$ cat src/rtl/sr_barrier_pkg.sv
package sr_barrier_pkg;
  localparam int unsigned SRB_DEF_PARTS = 5;

  // width of a counter that must hold values 0..n
  function automatic int unsigned srb_cnt_width(input int unsigned n);
    return (n < 2) ? 1 : $clog2(n + 1);
  endfunction
endpackage

$ cat src/rtl/sr_barrier_slot.sv
module sr_barrier_slot (
  input  logic clk,
  input  logic rst_n,
  input  logic arrive,
  input  logic gflag,
  output logic accept,
  output logic sense_next,
  output logic waiting,
  output logic released
);
  logic sense_q;
  logic wait_q;

  // an arrival counts only while the slot is idle
  assign accept     = arrive & ~wait_q;
  assign sense_next = ~sense_q;
  assign waiting    = wait_q;
  assign released   = wait_q & (gflag == sense_q);

  always_ff @(posedge clk or negedge rst_n) begin
    if (!rst_n) begin
      sense_q <= 1'b0;
      wait_q  <= 1'b0;
    end else if (released) begin
      wait_q <= 1'b0;
    end else if (accept) begin
      sense_q <= ~sense_q;   // flip private sense first
      wait_q  <= 1'b1;
    end
  end
endmodule

$ cat src/rtl/sr_barrier_tally.sv
module sr_barrier_tally #(
  parameter int unsigned NPART = 5,
  parameter int unsigned CW    = 3
) (
  input  logic             clk,
  input  logic             rst_n,
  input  logic [NPART-1:0] accept,
  input  logic [NPART-1:0] sense_next,
  output logic [CW-1:0]    count,
  output logic             gflag
);
  logic [CW:0]   sum;
  logic          done;
  logic [CW-1:0] count_q;
  logic          flag_q;

  // add the number of accepted arrivals in this cycle
  always_comb begin
    sum = {1'b0, count_q};
    for (int i = 0; i < int'(NPART); i++) begin
      sum = sum + (CW+1)'(accept[i]);
    end
    done = (sum == (CW+1)'(NPART));
  end

  always_ff @(posedge clk or negedge rst_n) begin
    if (!rst_n) begin
      count_q <= '0;
      flag_q  <= 1'b0;
    end else if (done) begin
      count_q <= '0;
      flag_q  <= |(accept & sense_next);  // completing arrivals' new sense
    end else begin
      count_q <= sum[CW-1:0];
    end
  end

  assign count = count_q;
  assign gflag = flag_q;
endmodule

$ cat src/rtl/sr_barrier.sv
module sr_barrier
  import sr_barrier_pkg::*;
#(
  parameter int unsigned NPART = SRB_DEF_PARTS
) (
  input  logic             clk,
  input  logic             rst_n,
  input  logic [NPART-1:0] arrive,
  output logic [NPART-1:0] released
);
  localparam int unsigned CW = srb_cnt_width(NPART);

  logic [NPART-1:0] acc_vec;
  logic [NPART-1:0] nsense_vec;
  logic [NPART-1:0] wait_vec;
  logic [CW-1:0]    cnt_q;
  logic             flag_q;

  for (genvar g = 0; g < int'(NPART); g++) begin : g_slot
    sr_barrier_slot u_slot (
      .clk        (clk),
      .rst_n      (rst_n),
      .arrive     (arrive[g]),
      .gflag      (flag_q),
      .accept     (acc_vec[g]),
      .sense_next (nsense_vec[g]),
      .waiting    (wait_vec[g]),
      .released   (released[g])
    );
  end

  sr_barrier_tally #(.NPART(NPART), .CW(CW)) u_tally (
    .clk        (clk),
    .rst_n      (rst_n),
    .accept     (acc_vec),
    .sense_next (nsense_vec),
    .count      (cnt_q),
    .gflag      (flag_q)
  );
endmodule

$ cat config.mk
export PLATFORM = sky130hd
export DESIGN_NAME = sr_barrier
export DESIGN_NICKNAME = d
export VERILOG_FILES = /design/src/rtl/sr_barrier_pkg.sv /design/src/rtl/sr_barrier_slot.sv /design/src/rtl/sr_barrier_tally.sv /design/src/rtl/sr_barrier.sv
export SDC_FILE = /design/constraint.sdc
export NUM_CORES = 1
export LEC_CHECK = 0
export ABC_AREA = 1
export BUFFER_PORTS_ARGS = -buffer_cell sky130_fd_sc_hd__clkbuf_2
export CORE_MARGIN = 2
export CORE_UTILIZATION = 40
export DETAILED_ROUTE_END_ITERATION = 12
export SLEW_MARGIN = 20
export SYNTH_ARGS = -nofsm -noshare
export SYNTH_HDL_FRONTEND = slang
export SYNTH_HIERARCHICAL = 1
export SYNTH_SLANG_ARGS = --single-unit
$ cat constraint.sdc
create_clock -name clk -period 3.95 [get_ports clk]
set_clock_uncertainty 0.1 [all_clocks]
set_input_delay 0.79 -clock clk [delete_from_list [all_inputs] [get_ports clk]]
set_output_delay 0.79 -clock clk [all_outputs]
set_load 0.02 [all_outputs]
==> run_results.csv <==
group,metric,value,unit
finish,multi_input_area,427,um2
finish,n_antenna_cell,0,
floorplanning,boundaryPins,12,
clocking,clock-root-buffer,"clkbuf_4",
synth,ys_warn_count,6,
placed_design,io_buffers,11,
finish,stdcell_count,167,
sta,fin_crit_sh,80.7,%
power_and_ir_drop,leakagePower,0.620,nW
worst_setup_path,ff2ff_path_depth,16,
placed_design,gp_congestion,0.704,
worst_setup_path,arrival,3300,ps
power_and_ir_drop,ir_drop,423,uV
placed_design,placed_area,991,um2
sta,rsz0062_at_grt,"no",
synth,ys_seq_elements,14,
placed_design,hpwl,1260,um
finish,nets,155,
worst_setup_path,critPathCaptureType,"flip-flop",
global_route,overflow,0,
sta,setup_tns,0,ps
finish,drive_gt1_share,28.1,%
outcome,outcome,"completed",
run,drv_cap,0,
clocking,htree_levels,1,
sta,finalHoldWorstSlack,310,ps
synth,ys_seq_area_share,38.9,%
detailed_routing,vias_per_cell,4.45,
power_and_ir_drop,p_total,0.981,mW
sta,worst_slew_pin_slew,368,ps
synth,yosysTopAreaCellShare,38.9,%
global_route,grt_max_degree,15,
floorplanning,die_height,51.5,um
clocking,post-cts-setup-buffer-count,0,
detailed_routing,drt_wl_total,1530,um
global_route,grt_use_total,14.9,%
clocking,clk_pin_slew,80,ps
clocking,clkLatencyLatePin,270,ps
worst_setup_path,r2r_setup_slack,970,ps
floorplanning,die_w,51.5,um
sta,fmax,0.314,GHz
sta,hold_violations,0,
finish,area_growth,12.5,%
worst_setup_path,crit_path_max_fanout,3,
synth,synth_cells,125,
floorplanning,start_util,41.5,%
global_route,antenna_found_initial,0,
worst_hold_path,min_path_type,"input port to asynchronous set/reset pin",
global_route,grt_pass1_vias,715,
detailed_routing,avgRoutedWirePerCell,9.17,um
floorplanning,rows,17,
clocking,cts.sinks,14,
finish,stdcell_area,1010,um2
worst_setup_path,cp.required,4060,ps
clocking,hold_buffers,0,
synth,syn_nets,139,
sta,slew_viol_final,0,
detailed_routing,drc,0,
finish,fill_cells,226,
sta,period_minus_slack,3190,ps
clocking,cts_tree,"built",
synth,yosys.area.top_type,"dfrtp_1",
worst_setup_path,reg2reg_to,"u_tally/gflag",
detailed_routing,first_pass_iters,4,
sta,relSlewSlack,75.4,%
detailed_routing,ant_nets,0,
finish,regArea,350,um2
global_route,grt_pass1_wl,2860,um
clocking,cts_made_buffers,3,
sta,setup_viol,0,
finish,layout_common_cells,"42 x nand2_1, 22 x inv_1, 14 x dfrtp_1, 12 x nand2_2",
synth,syn-cell-area,901,um2
worst_setup_path,worst_setup_path_start_kind,"input port",
finish,final_common_cell,"nand2_1",
floorplanning,die-area,2650,um2
worst_setup_path,r2r_start,"g_slot[0].u_slot/waiting",
clocking,cts-resized-gates,0,
floorplanning,core-area,2170,um2
detailed_routing,drtIter0Drc,7,
detailed_routing,vias,743,
power_and_ir_drop,power_density,968,nW/um2
synth,synth_cell_type_count,11,
synth,synth.avg_cell_area,7.21,um2
worst_setup_path,critPathKind,"input port to flip-flop",
synth,netlist_top_cells_area,"dfrtp_1 39%, nand2_1 18%, inv_1 9.2%",
clocking,clockBufferDepth,2,
placed_design,place_inst,164,
## state kept, by name (all words and copies together), names as in the netlist
name,cells
g_slot.u_slot/waiting,5
u_tally/gflag,1
u_tally/count,3
g_slot.u_slot/sense_q,5
## worst max-delay path, cell delays in order
cell	delay, ps
clkbuf_2	90
nand2_2	80
inv_2	50
fa_1	530
inv_1	50
fa_1	430
inv_1	70
ha_1	170
inv_1	60
fa_1	490
nand2_1	70
nor2_2	120
nand2_2	70
nor2_2	130
nand2_1	60
nand2_1	50
## area by class of cell
class                           instances  area share [%]
Sequential cell                        14            34.6
Tap cell                               28            3.46
Multi-Input combinational cell         78            42.1
Timing Repair Buffer                   11            5.43
Inverter                               33            12.2
Clock buffer                            3            2.22
## cell families after synthesis
logic type                 after synthesis  share of synthesized area [%]
adders and majority gates                7                           12.2
DFF                                     14                           38.9
and+or+nand+nor                         65                           31.8
AOI/OAI and AO/OA                        6                           3.33
buffers and inverters                   33                           13.8
## synthesized netlist by cell type
cell type  count
inv_2         11
nand2_1       42
a21oi_1        6
dfrtp_1       14
inv_1         22
ha_1           4
fa_1           3
nand3_1        6
nor2_2         2
nor2_1         3
nand2_2       12
## metrics by stage
step                util [%]  setup slack, ps
finish                  46.7              761
global route            46.7              631
CTS                     46.7              755
detailed placement      45.7              473
global placement        45.7              493
floorplan                  -              742
## worst max path at each step
stage                     depth (start not counted)  startpoint             to  slack, ps
final                                            16   arrive[0]  u_tally/gflag        760
after global routing                             16   arrive[0]  u_tally/gflag        630
after detailed placement                         16   arrive[0]  u_tally/gflag        470
after global placement                           16   arrive[0]  u_tally/gflag        490
after floorplan                                  15   arrive[0]  u_tally/gflag        740
after CTS                                        16   arrive[0]  u_tally/gflag        760
## where the power goes
part / switching, mW / total, mW / internal (mW) / leakage (nW)
clock network: 0.0421 / 0.0774 / 0.0353 / 0.0138
registers: 0.0562 / 0.279 / 0.223 / 0.169
logic: 0.394 / 0.625 / 0.231 / 0.438
total: 0.492 / 0.981 / 0.489 / 0.620
## metal layers
metal	wire, um	vias up	global-route usage [%]
met5	0	-	0
met4	43	0	9.21
met3	45	4	2.63
met2	732	11	25.6
met1	710	335	17.0
li1	-	393	-
No activity file was read; power rests on OpenSTA's default activity.
